## src/rtl/crc_lfa_pkg.sv

```systemverilog
package crc_lfa_pkg;

    typedef enum logic [1:0] {
        MODE_NONE = 2'b00,
        MODE_ESF  = 2'b01,
        MODE_CRC4 = 2'b10,
        MODE_RSVD = 2'b11
    } frm_mode_e;

    typedef struct packed {
        logic armed;
        logic lfa;
    } ctl_state_t;

endpackage

```

## src/rtl/crc_lfa_window.sv

```systemverilog
module crc_lfa_window #(
    parameter int WIN_LEN      = 33,
    parameter int WIN_FAIL_LIM = 32,
    localparam int CW          = $clog2(WIN_LEN + 1)
) (
    input  logic          clk,
    input  logic          rst_n,
    input  logic          clr_i,
    input  logic          flush_i,
    input  logic          step_i,
    input  logic          fail_i,
    output logic          hit_o,
    output logic [CW-1:0] cnt_o
);

    typedef struct packed {
        logic [WIN_LEN-1:0] hist;
        logic [CW-1:0]      cnt;
    } win_st_t;

    win_st_t win_q, win_d;
    win_st_t shifted;

    // Shifted view and threshold test, kept apart from the clear path.
    always_comb begin
        shifted = win_q;
        if (step_i) begin
            shifted.hist = {win_q.hist[WIN_LEN-2:0], fail_i};
            shifted.cnt  = win_q.cnt + CW'(fail_i) - CW'(win_q.hist[WIN_LEN-1]);
        end
        hit_o = step_i && !clr_i && (shifted.cnt >= CW'(WIN_FAIL_LIM));
    end

    always_comb begin
        win_d = shifted;
        if (clr_i || flush_i) begin
            win_d = '0;
        end
    end

    always_ff @(posedge clk or negedge rst_n) begin
        if (!rst_n) begin
            win_q <= '0;
        end else begin
            win_q <= win_d;
        end
    end

    assign cnt_o = win_q.cnt;

    p_cnt_tracks_hist_r3: assert property (@(posedge clk) disable iff (!rst_n)
        32'(win_q.cnt) == $countones(win_q.hist));

    p_cnt_bound_r3: assert property (@(posedge clk) disable iff (!rst_n)
        win_q.cnt <= CW'(WIN_LEN));

    p_clear_r10: assert property (@(posedge clk) disable iff (!rst_n)
        clr_i |=> (win_q.cnt == '0) && (win_q.hist == '0));

endmodule

```

## src/rtl/crc_lfa_sec_counter.sv

```systemverilog
module crc_lfa_sec_counter #(
    parameter int SEC_LIM = 320,
    localparam int SW     = $clog2(SEC_LIM + 2)
) (
    input  logic          clk,
    input  logic          rst_n,
    input  logic          clr_i,
    input  logic          flush_i,
    input  logic          tick_i,
    input  logic          step_i,
    input  logic          fail_i,
    output logic          hit_o,
    output logic [SW-1:0] cnt_o
);

    logic [SW-1:0] cnt_q, cnt_d;
    logic [SW-1:0] nxt;
    logic          inc;

    // Tick opens a new second; a same-cycle error lands in the new second.
    always_comb begin
        nxt = tick_i ? '0 : cnt_q;
        inc = step_i && fail_i && (nxt <= SW'(SEC_LIM));
        if (inc) begin
            nxt = nxt + SW'(1);
        end
        hit_o = inc && !clr_i && (nxt == SW'(SEC_LIM + 1));
    end

    always_comb begin
        cnt_d = nxt;
        if (clr_i || flush_i) begin
            cnt_d = '0;
        end
    end

    always_ff @(posedge clk or negedge rst_n) begin
        if (!rst_n) begin
            cnt_q <= '0;
        end else begin
            cnt_q <= cnt_d;
        end
    end

    assign cnt_o = cnt_q;

    p_no_overflow_r5: assert property (@(posedge clk) disable iff (!rst_n)
        cnt_q <= SW'(SEC_LIM + 1));

    p_tick_clears_r5: assert property (@(posedge clk) disable iff (!rst_n)
        (tick_i && !(step_i && fail_i)) |=> (cnt_q == '0));

    p_step_bounded_r5: assert property (@(posedge clk) disable iff (!rst_n)
        (!tick_i && !clr_i && !flush_i) |=> (cnt_q >= $past(cnt_q)) && (cnt_q - $past(cnt_q) <= SW'(1)));

endmodule

```

## src/rtl/crc_lfa_monitor.sv

```systemverilog
module crc_lfa_monitor
    import crc_lfa_pkg::*;
#(
    parameter int WIN_LEN      = 33,
    parameter int WIN_FAIL_LIM = 32,
    parameter int SEC_LIM      = 320,
    localparam int CW          = $clog2(WIN_LEN + 1),
    localparam int SW          = $clog2(SEC_LIM + 2),
    localparam int ERR_W       = (CW > SW) ? CW : SW
) (
    input  logic             clk,
    input  logic             rst_n,
    input  logic             crc_strobe_i,
    input  logic             crc_fail_i,
    input  logic             sec_tick_i,
    input  logic [1:0]       mode_i,
    input  logic [7:0]       opt_i,
    input  logic             realign_i,
    output logic             lfa_o,
    output logic [ERR_W-1:0] err_cnt_o
);

    frm_mode_e  mode;
    ctl_state_t ctl_q, ctl_d;
    logic       crc_mode, use_sec, active, sub_clr, decl;
    logic       win_hit, sec_hit;
    logic [CW-1:0] win_cnt;
    logic [SW-1:0] sec_cnt;
    logic       unused_rsvd;

    assign mode        = frm_mode_e'(mode_i);
    assign unused_rsvd = ^opt_i[7:2];

    always_comb begin
        crc_mode = (mode == MODE_ESF) || (mode == MODE_CRC4);
        use_sec  = (mode == MODE_ESF) && opt_i[1];
        active   = ctl_q.armed && !opt_i[0] && crc_mode;
        sub_clr  = realign_i || !active;
        decl     = active && !realign_i && (use_sec ? sec_hit : win_hit);

        ctl_d     = ctl_q;
        ctl_d.lfa = decl;
        if (realign_i) begin
            ctl_d.armed = 1'b1;
        end else if (decl) begin
            ctl_d.armed = 1'b0;
        end
    end

    always_ff @(posedge clk or negedge rst_n) begin
        if (!rst_n) begin
            ctl_q <= '{armed: 1'b1, lfa: 1'b0};
        end else begin
            ctl_q <= ctl_d;
        end
    end

    crc_lfa_window #(
        .WIN_LEN      (WIN_LEN),
        .WIN_FAIL_LIM (WIN_FAIL_LIM)
    ) u_window (
        .clk     (clk),
        .rst_n   (rst_n),
        .clr_i   (sub_clr),
        .flush_i (decl),
        .step_i  (crc_strobe_i),
        .fail_i  (crc_fail_i),
        .hit_o   (win_hit),
        .cnt_o   (win_cnt)
    );

    crc_lfa_sec_counter #(
        .SEC_LIM (SEC_LIM)
    ) u_sec (
        .clk     (clk),
        .rst_n   (rst_n),
        .clr_i   (sub_clr),
        .flush_i (decl),
        .tick_i  (sec_tick_i),
        .step_i  (crc_strobe_i),
        .fail_i  (crc_fail_i),
        .hit_o   (sec_hit),
        .cnt_o   (sec_cnt)
    );

    assign lfa_o     = ctl_q.lfa;
    assign err_cnt_o = use_sec ? ERR_W'(sec_cnt) : ERR_W'(win_cnt);

    p_single_pulse_r11: assert property (@(posedge clk) disable iff (!rst_n)
        lfa_o |=> !lfa_o);

    p_disarm_after_lfa_r9: assert property (@(posedge clk) disable iff (!rst_n)
        lfa_o |-> !ctl_q.armed);

    p_quiet_disarmed_r9: assert property (@(posedge clk) disable iff (!rst_n)
        !ctl_q.armed |=> !lfa_o);

    p_inhibit_r6: assert property (@(posedge clk) disable iff (!rst_n)
        opt_i[0] |=> !lfa_o);

    p_mode_gate_r7: assert property (@(posedge clk) disable iff (!rst_n)
        !crc_mode |=> !lfa_o);

    p_realign_r10: assert property (@(posedge clk) disable iff (!rst_n)
        realign_i |=> (ctl_q.armed && !lfa_o && win_cnt == '0 && sec_cnt == '0));

endmodule

```

## config.mk

```make
export PLATFORM = sky130hd
export DESIGN_NAME = crc_lfa_monitor
export DESIGN_NICKNAME = d
export VERILOG_FILES = /design/src/rtl/crc_lfa_pkg.sv /design/src/rtl/crc_lfa_window.sv /design/src/rtl/crc_lfa_sec_counter.sv /design/src/rtl/crc_lfa_monitor.sv
export SDC_FILE = /design/constraint.sdc
export NUM_CORES = 1
export LEC_CHECK = 0
export BUFFER_PORTS_ARGS = -buffer_cell sky130_fd_sc_hd__buf_2
export CAP_MARGIN = 25
export CORE_MARGIN = 10
export CORE_UTILIZATION = 40
export CTS_CLUSTER_SIZE = 30
export DETAILED_ROUTE_END_ITERATION = 8
export PLACE_DENSITY_LB_ADDON = 0.1
export SLEW_MARGIN = 40
export SYNTH_ARGS = -nofsm -noshare
export SYNTH_HDL_FRONTEND = slang
export SYNTH_SLANG_ARGS = --single-unit
```

## constraint.sdc

```tcl
create_clock -name clk -period 2.6 [get_ports clk]
set_clock_uncertainty 0.2 [all_clocks]
set_input_delay 0.26 -clock clk [delete_from_list [all_inputs] [get_ports clk]]
set_output_delay 0.26 -clock clk [all_outputs]
set_load 0.01 [all_outputs]
```

==> key figures <==
Floorplanning
  – Placeable core region: 5990 um^2
  – Die ar.: 9780 um^2
  – Count of pins on the block boundary: 26
  – Die outline width: 98.9 um
  – Number of rows created at floorplan: 28
  – Initial cell density of the core: 41.6%
  – Floorplan die height: 98.9 um

Synth
  – Most common library cells after synthesis: 49 x sky130_fd_sc_hd__dfrtp_1, 36 x sky130_fd_sc_hd__a22o_1, 11 x sky130_fd_sc_hd__inv_1
  – Top-area cell type share of the netlist area: 49.2%
  – Gate count of the mapped netlist: 212
  – Seq/Total Area, Yosys: 50.3%
  – Mapped Area: 2490 um^2
  – Synthesis-stage register bit count: 50
  – Number of nets produced by synthesis: 238
  – Dominant register cell in the synthesized netlist: sky130_fd_sc_hd__dfrtp_1
  – Yosys warnings: 0
  – Mean area per synthesized cell: 11.8 um^2
  – Distinct cell type count after synthesis: 48
  – Post-synth top area cell: sky130_fd_sc_hd__dfrtp_1
  – Share of flip-flops with an asynchronous set or reset: 100%
  – Number of synthesized flops with an enable pin: 0
  – Ranking of synthesized cells by area: sky130_fd_sc_hd__dfrtp_1 49%, sky130_fd_sc_hd__a22o_1 13%, sky130_fd_sc_hd__ha_1 4.5%, sky130_fd_sc_hd__mux2_2 2.7%, sky130_fd_sc_hd__buf_6 2.3%
  – Most frequently used cell type in the post-synthesis netlist: sky130_fd_sc_hd__dfrtp_1

STA
  – Count of final hold-check violations: 0
  – Worst-margin pin slew: 0.550 ns
  – Share of the clock period used by the worst path: 99.4%
  – Crit path time final: 2.58 ns
  – Slew HR: 63.3%
  – Post-Route Hold Slack: 0.0858 ns
  – RSZ-0062 raised after global routing: true
  – Total count of max-transition violations in the final report: 0
  – Final setup violation count: 0
  – Maximum clock frequency: 387 MHz

Power and ir drop
  – Largest vdd supply drop: 0.218 mV
  – Leakage power: 1.43 nW
  – Total power per unit cell area: 447 nW/um^2
  – Total chip power: 1.36 mW

Worst setup path
  – Largest stage delay on the critical path: 0.39 ns
  – Worst reg2reg setup slack: 0.02 ns
  – Setup Crit Path Kind: reg2reg
  – CP Data Required Time: 2.60 ns
  – Slowest cell on crit path: sky130_fd_sc_hd__dfrtp_1
  – Startpoint Class: register
  – Kind of end point of the critical path: register
  – CP max FO: 18
  – Data arrival time of the worst path: 2.59 ns
  – Cell Chain, Critical Path: inv_1, ha_2, inv_2, ha_4, a211oi_4, o21a_1, nor4_2, o21ai_2, and3b_2, buf_12, a22o_1

Clocking
  – Clock tree from TritonCTS: built
  – Root Buffer: sky130_fd_sc_hd__clkbuf_8
  – Clock Sinks: 50
  – Number of buffers added by the clock tree synthesis step: 5
  – CTS HTree Levels: 2
  – Maximum root-to-sink buffer count: 2
  – Clock network latency to the later pin of the worst-skew pair: 0.31 ns
  – Clock transition at path regs: 0.09 ns

Detailed routing
  – Drt initial violations: 97
  – DR WL/cell: 15.6 um
  – Remaining antenna violation count: 0
  – First-pass iteration count of the detailed router: 4
  – Vias per cell: 5.39
  – Final wirelength: 5.15 mm
  – Total via count after detailed routing: 1773
  – DRC violations left: 0

Global routing
  – Antenna violations before repair: 0
  – All-layer global routing usage: 11.0%
  – Global-route wire length before repair: 9.00 mm
  – Maximum number of pins on one net before global-route repair: 37
  – Via count of the first global-routing pass: 1815
  – Overflow left after global routing: 0

Run
  – Maximum capacitance violations: 0

Worst hold path
  – Worst hold path class: in2reg

Place
  – Half-perimeter wire length after detailed placement: 3.42 mm
  – GP Congestion: 0.755
  – Number of buffers inserted by port buffering: 19

Finish
  – Antenna diode instance count: 0
  – Number of nets in the finished design: 279
  – Syn-to-layout area delta: 21.6%
  – Share of post-route cells with drive strength above 1: 29.9%

Outcome
  – Status: finished, final reports clean
[kinds of logic after synthesis]
group	after synthesis	share of synthesized area, %
xor+xnor	10	3.52
flops	50	50.3
fa+ha+maj	10	5.32
compound gates	61	19.8
buf+inv	20	4.52
simple gates	54	13.5
mux	7	3.11
[layout make-up]
type	count	area, um^2
clock buffer	5	68.8
sequential	50	1250
fill	539	2960
clock inverter	3	28.8
tap	75	93.8
timing repair buffer	43	338
inverter	11	41.3
multi-input combinational	142	1210
[sequential cells by signal (all words and copies together) (netlist names)]
| signal | count |
|---|---|
| u_window.cnt_o | 6 |
| u_sec.cnt_o | 9 |
| ctl_q | 1 |
| lfa_o | 1 |
| u_window.win_q | 33 |
[routing by layer]
| metal | share of wire [%] | GRT usage, % |
|---|---|---|
| met2 | 46 | 17.4 |
| met3 | 3.9 | 3.49 |
| met4 | 1.0 | 2.76 |
| met5 | 0 | 0 |
| met1 | 50 | 14.2 |
[stage by stage]
step	area [um^2]	util [%]	instances	TNS [ns]	setup WS [ns]
2_1_floorplan	2490	-	212	0	0.00386
3_3_place_gp	2800	46.7	317	-5.75	-0.143
3_5_place_dp	2800	46.7	317	-7.00	-0.180
4_1_cts	3030	50.6	329	0	0.00712
5_1_grt	3030	50.6	329	-6.16	-0.165
6_report	3030	50.6	329	0	0.0158
[where the power goes]
part	switching [mW]	internal [mW]	leakage [nW]	total, mW
Sequential	0.000509	0.778	0.695	0.779
Combinational	0.0559	0.0340	0.688	0.0898
Clock	0.285	0.202	0.0506	0.487
Total	0.342	1.01	1.43	1.36
[cells in the final DEF (no fill, tap or decap), types with 2 or more instances in the layout]
master                           n
sky130_fd_sc_hd__nor4_2          2
sky130_fd_sc_hd__a21o_1          2
sky130_fd_sc_hd__buf_4          18
sky130_fd_sc_hd__nor2b_1         2
sky130_fd_sc_hd__and3_1          4
sky130_fd_sc_hd__and2_1          3
sky130_fd_sc_hd__nor4b_2         2
sky130_fd_sc_hd__a22o_1         36
sky130_fd_sc_hd__nor3_2          3
sky130_fd_sc_hd__inv_1          10
sky130_fd_sc_hd__buf_12          3
sky130_fd_sc_hd__nand2b_1        6
sky130_fd_sc_hd__o21ai_0         2
sky130_fd_sc_hd__o21ai_1         2
sky130_fd_sc_hd__nor2_1          9
sky130_fd_sc_hd__mux2_2          6
sky130_fd_sc_hd__dlygate4sd3_1   2
sky130_fd_sc_hd__nand4_1         2
sky130_fd_sc_hd__o2111ai_1       2
sky130_fd_sc_hd__ha_4            2
sky130_fd_sc_hd__xor2_1          5
sky130_fd_sc_hd__nor3_1          2
sky130_fd_sc_hd__buf_2          19
sky130_fd_sc_hd__clkbuf_8        5
sky130_fd_sc_hd__ha_1            6
sky130_fd_sc_hd__dfrtp_1        49
sky130_fd_sc_hd__nand2_1         8
sky130_fd_sc_hd__xnor2_1         5
sky130_fd_sc_hd__a21oi_1         5
[critical path, delay by kind of cell, from the launching register on]
family / cells / cell delay, ns
AOI/OAI and AO/OA: 4 / 0.57
adders and majority gates: 2 / 0.43
DFF: 1 / 0.39
and+or+nand+nor: 2 / 0.61
buffers and inverters: 3 / 0.27
[timing repair]
item / in CTS / in global routing
gates cloned: 1 / 0
gates resized for setup: 18 / 0
hold buffers: 2 / 0
pin swaps: 14 / 0
hold endpoints to repair: 21 / 0
setup endpoints to repair: 48 / 46
buffers inserted: 3 / 0
[worst paths after layout]
kind	cells past startpoint	end	start
max	11	u_window.cnt_o[4]$_DFF_PN0_	u_window.cnt_o[0]$_DFF_PN0_
min	3	u_window.cnt_o[3]$_DFF_PN0_	crc_strobe_i
max reg2reg	11	u_window.cnt_o[4]$_DFF_PN0_	u_window.cnt_o[0]$_DFF_PN0_
min reg2reg	1	u_window.win_q[7]$_DFFE_PN0P_	u_window.win_q[6]$_DFFE_PN0P_
max in group asynchronous	3	lfa_o$_DFF_PN0_	rst_n
min in group asynchronous	2	u_sec.cnt_o[2]$_DFF_PN0_	rst_n
Note: power is estimated with default switching activity, not from simulation.
